<file path="config.mk">
export PLATFORM = sky130hd
export DESIGN_NAME = xsort_engine
export DESIGN_NICKNAME = d
export VERILOG_FILES = /design/src/rtl/xsort_pkg.sv /design/src/rtl/xsort_ram.sv /design/src/rtl/xsort_datapath.sv /design/src/rtl/xsort_ctrl.sv /design/src/rtl/xsort_engine.sv
export SDC_FILE = /design/constraint.sdc
export NUM_CORES = 1
export LEC_CHECK = 0
export ABC_AREA = 1
export BUFFER_PORTS_ARGS = -buffer_cell sky130_fd_sc_hd__clkbuf_2
export CAP_MARGIN = 10
export CORE_ASPECT_RATIO = 0.9
export CORE_MARGIN = 8
export CORE_UTILIZATION = 30
export DETAILED_ROUTE_END_ITERATION = 16
export GPL_TIMING_DRIVEN = 0
export PLACE_DENSITY = 0.49
export SLEW_MARGIN = 20
export SYNTH_ARGS = -nofsm -noshare
export SYNTH_HDL_FRONTEND = slang
export SYNTH_SLANG_ARGS = --single-unit
</file>
<file path="constraint.sdc">
create_clock -name clk -period 2.6 [get_ports clk]
set_input_delay 0.39 -clock clk [delete_from_list [all_inputs] [get_ports clk]]
set_output_delay 0.39 -clock clk [all_outputs]
set_load 0.02 [all_outputs]
</file>
<file path="src/rtl/xsort_pkg.sv">
package xsort_pkg;
  typedef enum logic [3:0] {
    ST_IDLE,
    ST_RD_A,
    ST_CAP_A,
    ST_CAP_B,
    ST_CMP,
    ST_WR_I,
    ST_WR_J,
    ST_RELOAD,
    ST_RECAP,
    ST_NEXT,
    ST_RD_B,
    ST_DONE
  } sort_state_t;
endpackage

</file>
<file path="src/rtl/xsort_ram.sv">
module xsort_ram #(
  parameter int DEPTH = 4,
  parameter int WIDTH = 8,
  parameter int AW    = 2
) (
  input  logic             clk,
  input  logic             rst,
  input  logic             we,
  input  logic             re,
  input  logic [AW-1:0]    addr,
  input  logic [WIDTH-1:0] wdata,
  output logic [WIDTH-1:0] rdata
);
  logic [WIDTH-1:0] mem [DEPTH];
  logic             in_range;

  assign in_range = (32'(addr) < DEPTH);

  always_ff @(posedge clk) begin
    if (we && in_range) mem[addr] <= wdata;
  end

  always_ff @(posedge clk) begin
    if (rst)          rdata <= '0;
    else if (re)      rdata <= in_range ? mem[addr] : '0;
  end
endmodule

</file>
<file path="src/rtl/xsort_datapath.sv">
module xsort_datapath #(
  parameter int K  = 4,
  parameter int W  = 8,
  parameter int AW = 2
) (
  input  logic          clk,
  input  logic          rst,
  input  logic          host_wr_ok,
  input  logic          host_rd_ok,
  input  logic          wr_in,
  input  logic          rd_in,
  input  logic [AW-1:0] addr_in,
  input  logic [W-1:0]  data_in,
  input  logic          i_clr,
  input  logic          i_inc,
  input  logic          j_ld,
  input  logic          j_inc,
  input  logic          a_ld,
  input  logic          b_ld,
  input  logic          sel_j,
  input  logic          wsel_a,
  input  logic          ctl_we,
  input  logic          ctl_re,
  input  logic [W-1:0]  rdata,
  output logic [AW-1:0] mem_addr,
  output logic [W-1:0]  mem_wdata,
  output logic          mem_we,
  output logic          mem_re,
  output logic          a_gt_b,
  output logic          i_last,
  output logic          j_last,
  output logic [AW-1:0] i_idx,
  output logic [AW-1:0] j_idx
);
  localparam logic [AW-1:0] I_END = AW'(K - 2);
  localparam logic [AW-1:0] J_END = AW'(K - 1);

  logic [W-1:0] a_q, b_q;
  logic         host_wr, host_rd;

  always_ff @(posedge clk) begin
    if (rst) begin
      i_idx <= '0;
      j_idx <= '0;
      a_q   <= '0;
      b_q   <= '0;
    end else begin
      if (i_clr)      i_idx <= '0;
      else if (i_inc) i_idx <= i_idx + 1'b1;
      if (j_ld)       j_idx <= i_idx + 1'b1;
      else if (j_inc) j_idx <= j_idx + 1'b1;
      if (a_ld)       a_q <= rdata;
      if (b_ld)       b_q <= rdata;
    end
  end

  assign a_gt_b = (a_q > b_q);
  assign i_last = (i_idx == I_END);
  assign j_last = (j_idx == J_END);

  assign host_wr = host_wr_ok & wr_in;
  assign host_rd = host_rd_ok & rd_in & ~host_wr;

  always_comb begin
    if (ctl_we || ctl_re) mem_addr = sel_j ? j_idx : i_idx;
    else                  mem_addr = addr_in;
    if (ctl_we)           mem_wdata = wsel_a ? a_q : b_q;
    else                  mem_wdata = data_in;
  end

  assign mem_we = ctl_we | host_wr;
  assign mem_re = ctl_re | host_rd;

  AST_PORT_EXCLUSIVE: assert property (@(posedge clk) disable iff (rst)
    mem_we |-> !mem_re);
  AST_HOST_LOCKOUT: assert property (@(posedge clk) disable iff (rst)
    (!host_wr_ok && wr_in && mem_we) |-> ctl_we);
endmodule

</file>
<file path="src/rtl/xsort_ctrl.sv">
module xsort_ctrl #(
  parameter int K  = 4,
  parameter int AW = 2
) (
  input  logic          clk,
  input  logic          rst,
  input  logic          run_in,
  input  logic          a_gt_b,
  input  logic          i_last,
  input  logic          j_last,
  input  logic [AW-1:0] i_idx,
  input  logic [AW-1:0] j_idx,
  output logic          host_wr_ok,
  output logic          host_rd_ok,
  output logic          i_clr,
  output logic          i_inc,
  output logic          j_ld,
  output logic          j_inc,
  output logic          a_ld,
  output logic          b_ld,
  output logic          sel_j,
  output logic          wsel_a,
  output logic          ctl_we,
  output logic          ctl_re,
  output logic          done_out
);
  import xsort_pkg::*;

  sort_state_t state, nxt;

  always_ff @(posedge clk) begin
    if (rst) begin
      state    <= ST_IDLE;
      done_out <= 1'b0;
    end else begin
      state    <= nxt;
      done_out <= (nxt == ST_DONE);
    end
  end

  always_comb begin
    nxt    = state;
    i_clr  = 1'b0;
    i_inc  = 1'b0;
    j_ld   = 1'b0;
    j_inc  = 1'b0;
    a_ld   = 1'b0;
    b_ld   = 1'b0;
    sel_j  = 1'b0;
    wsel_a = 1'b0;
    ctl_we = 1'b0;
    ctl_re = 1'b0;
    unique case (state)
      ST_IDLE: if (run_in) begin
        i_clr = 1'b1;
        nxt   = ST_RD_A;
      end
      ST_RD_A: begin
        ctl_re = 1'b1;
        j_ld   = 1'b1;
        nxt    = ST_CAP_A;
      end
      ST_CAP_A: begin
        a_ld   = 1'b1;
        ctl_re = 1'b1;
        sel_j  = 1'b1;
        nxt    = ST_CAP_B;
      end
      ST_CAP_B: begin
        b_ld = 1'b1;
        nxt  = ST_CMP;
      end
      ST_CMP: nxt = a_gt_b ? ST_WR_I : ST_NEXT;
      ST_WR_I: begin
        ctl_we = 1'b1;
        nxt    = ST_WR_J;
      end
      ST_WR_J: begin
        ctl_we = 1'b1;
        sel_j  = 1'b1;
        wsel_a = 1'b1;
        nxt    = ST_RELOAD;
      end
      ST_RELOAD: begin
        ctl_re = 1'b1;
        nxt    = ST_RECAP;
      end
      ST_RECAP: begin
        a_ld = 1'b1;
        nxt  = ST_NEXT;
      end
      ST_NEXT: begin
        if (j_last) begin
          if (i_last) nxt = ST_DONE;
          else begin
            i_inc = 1'b1;
            nxt   = ST_RD_A;
          end
        end else begin
          j_inc = 1'b1;
          nxt   = ST_RD_B;
        end
      end
      ST_RD_B: begin
        ctl_re = 1'b1;
        sel_j  = 1'b1;
        nxt    = ST_CAP_B;
      end
      ST_DONE: if (!run_in) nxt = ST_IDLE;
      default: nxt = ST_IDLE;
    endcase
  end

  assign host_wr_ok = (state == ST_IDLE);
  assign host_rd_ok = (state == ST_IDLE) || (state == ST_DONE);

  logic in_pass;
  assign in_pass = !(state inside {ST_IDLE, ST_RD_A, ST_DONE});

  AST_I_LIMIT: assert property (@(posedge clk) disable iff (rst)
    in_pass |-> (32'(i_idx) <= K - 2));
  AST_J_ABOVE_I: assert property (@(posedge clk) disable iff (rst)
    in_pass |-> (j_idx > i_idx));
  AST_SWAP_ORDER: assert property (@(posedge clk) disable iff (rst)
    (state == ST_WR_J) |-> ($past(state) == ST_WR_I));
  AST_DONE_HOLD: assert property (@(posedge clk) disable iff (rst)
    (done_out && run_in) |=> done_out);
  AST_DONE_DROP: assert property (@(posedge clk) disable iff (rst)
    (done_out && !run_in) |=> !done_out);
endmodule

</file>
<file path="src/rtl/xsort_engine.sv">
module xsort_engine #(
  parameter int KWORDS = 4,
  parameter int WBITS  = 8,
  parameter int AW     = (KWORDS > 2) ? $clog2(KWORDS) : 1
) (
  input  logic             clk,
  input  logic             rst,
  input  logic             run_in,
  input  logic             wr_in,
  input  logic             rd_in,
  input  logic [AW-1:0]    addr_in,
  input  logic [WBITS-1:0] data_in,
  output logic [WBITS-1:0] data_out,
  output logic             done_out
);
  logic          host_wr_ok, host_rd_ok;
  logic          i_clr, i_inc, j_ld, j_inc, a_ld, b_ld;
  logic          sel_j, wsel_a, ctl_we, ctl_re;
  logic          a_gt_b, i_last, j_last;
  logic [AW-1:0] i_idx, j_idx, mem_addr;
  logic [WBITS-1:0] mem_wdata;
  logic          mem_we, mem_re;

  xsort_ctrl #(.K(KWORDS), .AW(AW)) ctrl_i (
    .clk(clk), .rst(rst), .run_in(run_in),
    .a_gt_b(a_gt_b), .i_last(i_last), .j_last(j_last),
    .i_idx(i_idx), .j_idx(j_idx),
    .host_wr_ok(host_wr_ok), .host_rd_ok(host_rd_ok),
    .i_clr(i_clr), .i_inc(i_inc), .j_ld(j_ld), .j_inc(j_inc),
    .a_ld(a_ld), .b_ld(b_ld), .sel_j(sel_j), .wsel_a(wsel_a),
    .ctl_we(ctl_we), .ctl_re(ctl_re), .done_out(done_out)
  );

  xsort_datapath #(.K(KWORDS), .W(WBITS), .AW(AW)) dp_i (
    .clk(clk), .rst(rst),
    .host_wr_ok(host_wr_ok), .host_rd_ok(host_rd_ok),
    .wr_in(wr_in), .rd_in(rd_in), .addr_in(addr_in), .data_in(data_in),
    .i_clr(i_clr), .i_inc(i_inc), .j_ld(j_ld), .j_inc(j_inc),
    .a_ld(a_ld), .b_ld(b_ld), .sel_j(sel_j), .wsel_a(wsel_a),
    .ctl_we(ctl_we), .ctl_re(ctl_re), .rdata(data_out),
    .mem_addr(mem_addr), .mem_wdata(mem_wdata),
    .mem_we(mem_we), .mem_re(mem_re),
    .a_gt_b(a_gt_b), .i_last(i_last), .j_last(j_last),
    .i_idx(i_idx), .j_idx(j_idx)
  );

  xsort_ram #(.DEPTH(KWORDS), .WIDTH(WBITS), .AW(AW)) ram_i (
    .clk(clk), .rst(rst), .we(mem_we), .re(mem_re),
    .addr(mem_addr), .wdata(mem_wdata), .rdata(data_out)
  );

  AST_DATA_HOLD: assert property (@(posedge clk) disable iff (rst)
    (host_wr_ok && !run_in && !rd_in) |=> $stable(data_out));
endmodule

</file>
* Word-level counts from Yosys, hierarchy flattened
Memory sizes are Yosys's and may differ from the RTL's. A register that Yosys moved wholly into a read port is not among the register bits.
Index checks and enable logic that the tools add are counted.
** Storage, ports and cells
- Bits in registers :: 25
- Memory bits (writable) :: 32
- Input bits :: 15
- Output and inout port bits :: 9
- Logic and storage cells :: 68
- Memories kept :: 1
** Memory list
- ram_i.mem :: words 4, width 8, read ports 1, clocked after Yosys merged registers in 1, wr ports 1, line xsort_ram.sv:14 : logic [WIDTH-1:0] mem [DEPTH];
** Operators by class
- $add $sub $neg :: 2
- $lt $le $gt $ge :: 1
- Equality and inequality tests :: 14
- Muxes and demuxes :: 28
- Bitwise gates (word level) :: 6
- Reduce and logical (&&, ||, !) cells :: 10
** Operators by type and width (count)
- case mux 4 bit (11 select lines) :: 1
- equality test 4 bit, second input constant :: 5
- 2-to-1 mux 4 bit :: 5
- equality test 4 x 3 -> 1 bit, second input constant :: 4
- 2-to-1 mux 1 bit :: 16
- 2-to-1 mux 8 bit :: 2
- equality test 4 x 2 -> 1 bit, second input constant :: 2
- greater-than comparator 8 bit :: 1
- 2-to-1 mux 2 bit :: 4
- OR reduction 2 bit :: 4
- adder 2 x 1 -> 2 bit, second input constant :: 2
- equality test 2 bit, second input constant :: 2
- equality test 4 x 1 -> 1 bit, second input constant :: 1
- logical NOT 4 bit :: 1
- OR reduction 4 bit :: 1
- bitwise AND 1 bit :: 3
- OR reduction 3 bit :: 1
- logical OR 1 bit :: 2
- bitwise OR 1 bit :: 2
- nonzero test 2 bit :: 1
- NOT 1 bit :: 1

* Logic depth before layout (Yosys ltp)
- Word-level depth :: 6
- Gate-level depth with buffers :: 11
- Mapped depth without buffers :: 10

* Modules after synthesis
From an unflattened synthesis, not the netlist that was laid out.
** Unflattened totals
- Cells, all modules :: 364
- Area total of the unflattened synthesis :: 3104.2 µm²
** Modules (own cells, without submodules)
- xsort_ram :: instances 1, cells an instance 126, area each 1539.0 µm²
- xsort_datapath :: instances 1, cells an instance 168, area each 1173.6 µm²
- xsort_ctrl :: instances 1, cells an instance 70, area each 391.6 µm²

* Worst setup path after synthesis
No wires, ideal clock.
- Path type :: register to register
- Start point :: reg ctrl_i.state[0]
- End point :: mem ram_i.mem[1][0], enable pin
- Arrival time :: 1.783 ns
- Setup slack :: 0.433 ns
- Cell stages (with the launch flop) :: 9
- Buffers on the path :: 2
- Clock period less this slack :: 2.167 ns
- Path through :: dfxtp_1 > inv_2 > nor2_2 > nand2_1 > buf_4 > nand4_1 > nand2_2 > buf_4 > nor3_1
** On the way
- Longest elaborated chain between the ends :: 6
- Elaborated cells between the ends (all ways) :: 20
- Classes of those cells :: eq/ne (6); mux (7); bitwise (2); reduce/logical (5)
** RTL lines
- from (decl) :: line xsort_ctrl.sv:29 : sort_state_t state, nxt;
- from (signal assigned) :: line xsort_ctrl.sv:36 : state <= nxt;
- equality test 4 x 3 -> 1 bit :: line xsort_ctrl.sv:53 : unique case (state)
- OR reduction 2 bit (no source line)
- 2-to-1 mux 1 bit :: line xsort_ctrl.sv:53
- bitwise OR 1 bit :: line xsort_datapath.sv:71 : assign mem_we = ctl_we | host_wr;
- 2-to-1 mux 1 bit :: line xsort_ram.sv:20 : if (we && in_range) mem[addr] <= wdata;
- 2-to-1 mux 1 bit (implied by the code) :: line xsort_ram.sv:20
- to (decl) :: line xsort_ram.sv:14
Parallel ways exist; a longest one is shown, timed or not.

* Worst setup path in the final report
- Start point :: reg ctrl_i.state[2]
- End point :: mem ram_i.mem[0][1], enable pin
The elaborated chain is that of the path after synthesis.

==> impl_metrics.json <==
{
  "core_area_sq_mm": 0.0102,
  "met2_wirelength_um": 3750,
  "synth_seq_area_share_pct": 52.3,
  "grt_overflow": 0,
  "p_total_mw": 4.07,
  "grt_start_max_net_pins": 13,
  "clk_pin_slew_ns": 0.05,
  "synth-seq-cells": 65,
  "fp.dieH_um": 112,
  "first_pass_iters": 5,
  "gp_congestion": 0.785,
  "post-route-util_pct": 36.6,
  "vias": 2632,
  "syn-mean-instance-area_sq_um": 8.37,
  "boundaryPins": 24,
  "synth_top_cell_by_area": "edfxtp_1",
  "whs_path_depth": 2,
  "cp_slowest_cell": "nor3_4",
  "yosys_warnings": 0,
  "combPwrFrac_pct": 34.3,
  "vdd_drop_max_mv": 0.456,
  "clockBufferDepth": 2,
  "post-route-cell-area_sq_mm": 0.00372,
  "min_period_ns": 2.30,
  "path_max_fanout": 10,
  "p_sw_mw": 1.57,
  "tightest_slew_ns": 0.763,
  "arrival_ns": 2.27,
  "syn2layout_area_growth_pct": 20.2,
  "crit_path_frequent_cell": "inv_2",
  "wl_met3_um": 370,
  "drc": 0,
  "nNetsFinal": 429,
  "track_usage_pct": 13.1,
  "numPortBuffers": 23,
  "cts_buffers": 9,
  "synthArstFlopShare_pct": 0,
  "path_cells": "inv_2, nor2_2, nand2_2, nor2_4, inv_2, nand2_1, inv_2, nor3_4",
  "layout-drive-gt1-share_pct": 16.1,
  "reg2reg_setup_slack_ns": 0.30,
  "antenna_found_initial": 0,
  "rows": 35,
  "ant_nets": 0,
  "drt-total-wl_um": 8510,
  "drtIter0Drc": 151,
  "die_x_um": 123,
  "netSwitchingFraction_pct": 38.6,
  "wl_met1_um": 4300,
  "synth_most_common_cell": "nor2_1",
  "leakagePower_nw": 1.54,
  "startpoint_type": "flip-flop",
  "synth_cell_types": 26,
  "maxCapViolations": 0,
  "grt_setup_unrepaired": "false",
  "reg2reg_depth": 8,
  "internal_power_mw": 2.50,
  "p_per_area_mw_per_mm2": 1090,
  "synthCells": 370,
  "syn_area_sq_mm": 0.00310,
  "h-tree-depth": 3,
  "max_stage_delay_ns": 0.49,
  "yosys_most_used_dff": "dfxtp_1",
  "cp.required_ns": 2.57,
  "power_frac_clock_pct": 29.7,
  "hpwlAfterDp_um": 6020,
  "synth_edf_count": 32,
  "tns_ns": 0,
  "final_hold_viol_count": 0,
  "synth_top_area_share_pct": 31.0,
  "setup_viol": 0,
  "cts_tree": "yes",
  "skew_ns": 0.0107,
  "syn_nets": 395,
  "hold_path.class": "in -> reg",
  "clock-sinks": 65,
  "antenna_cells": 0,
  "hold_ws_ns": 0.318,
  "routed.top_layer": "met4",
  "grt_pass1_vias": 2602,
  "fmax_mhz": 435,
  "cts_setup_buffers": 0,
  "holdBufCountCts": 0,
  "outcome": "finished clean",
  "worstSetupEndpointType": "flip-flop",
  "routedWlPerCell_um": 15.8,
  "detailed_place.area_sq_mm": 0.00339,
  "ys_top_cells_by_count": "nor2_1, nand2_1, nand3_1, o21ai_0, dfxtp_1",
  "dieArea_sq_mm": 0.0138,
  "initial_utilization_pct": 30.5,
  "slew_violations": 0,
  "grt_pass1_wl_um": 13900,
  "min_period_over_period_pct": 88.4,
  "synth_area_leaders": "edfxtp_1, dfxtp_1, nand3_1",
  "seqPwrFrac_pct": 36.0,
  "clock_latency_ns": 0.33,
  "critPathKind": "reg -> reg",
  "via_per_inst": 4.89,
  "maxSlewHeadroom_pct": 48.9,
  "cts_root_buffer": "clkbuf_16"
}
[repair_timing]
| action | in CTS | in global routing |
|---|---|---|
| cloned | 0 | 0 |
| resized for setup | 4 | 1 |
| setup endpoints to repair | 32 | 32 |
| hold endpoints to repair | 0 | 0 |
[final timing paths]
path / start / to
setup / recovery: ctrl_i.state[2] / ram_i.mem[0][1]
hold / removal: rst / dp_i.j_idx[1]
setup reg to reg: ctrl_i.state[2] / ram_i.mem[0][1]
hold reg to reg: dp_i.b_q[7] / dp_i.b_q[7]
[final cells by class]
type	count	area, sq um
Multi-Input combinational cell	261	1340
Clock buffer	11	233
Inverter	35	131
Sequential cell	65	1620
Fill cell	1057	6440
Buffer	9	53.8
Clock inverter	5	65.1
Tap cell	129	161
Timing Repair Buffer	23	115
[cells by family after synthesis]
kind of cell             after synthesis  share of synthesized area (%)
AO/OA/AOI/OAI                         70                           11.8
adder cells (fa/ha/maj)               10                           4.04
buffers and inverters                 44                           5.98
AND/OR/NAND/NOR                      181                           25.9
flip-flops                            65                           52.3
[layout by cell type (no fill, tap or decap), types with 4 or more instances in the layout]
cell       count
nand3_1       48
ha_1          10
nor2_1        57
nor2_2         4
nand4_1        6
o21ai_0       44
nand2_2        6
nor3_4         4
clkbuf_2      23
clkbuf_1       5
inv_1         30
nand2_1       50
dfxtp_1       33
clkbuf_16      9
inv_2          5
buf_4          5
a21oi_1       19
edfxtp_1      32
[flip-flops by register name (all words and copies together) (netlist names)]
register,flops
ctrl_i.done_out,1
dp_i.j_idx,2
dp_i.i_idx,2
ram_i.mem,32
ram_i.rdata,8
dp_i.a_q,8
ctrl_i.state,4
dp_i.b_q,8
[per-layer routing]
metal | track usage (%) | vias to the layer above
met5 | 0 | -
li1 | - | 1332
met2 | 19.7 | 60
met4 | 4.41 | 0
met3 | 3.46 | 6
met1 | 17.6 | 1234
[critical path, delay by kind of cell (launching register included)]
family	cells	cell delay, ns
flip-flops	1	0.37
AND/OR/NAND/NOR	5	1.23
buffers and inverters	3	0.34
[power by group through the flow]
stage / combinational, mW / sequential (mW) / clock [mW]
6_report: 1.40 / 1.47 / 1.21
5_1_grt: 1.59 / 1.49 / 1.27
4_1_cts: 1.40 / 1.47 / 1.23
3_5_place_dp: 1.36 / 1.48 / 0
3_3_place_gp: 1.33 / 1.49 / 0
2_1_floorplan: 0.881 / 1.51 / 0
[through the flow]
stage / worst slack (ns) / instances
finish: 0.300 / 538
global route: 0.124 / 538
floorplan: 0.433 / 370
global placement: -0.506 / 522
CTS: 0.0804 / 538
detailed placement: -0.0941 / 522
Power figures use the tool's default switching activity.
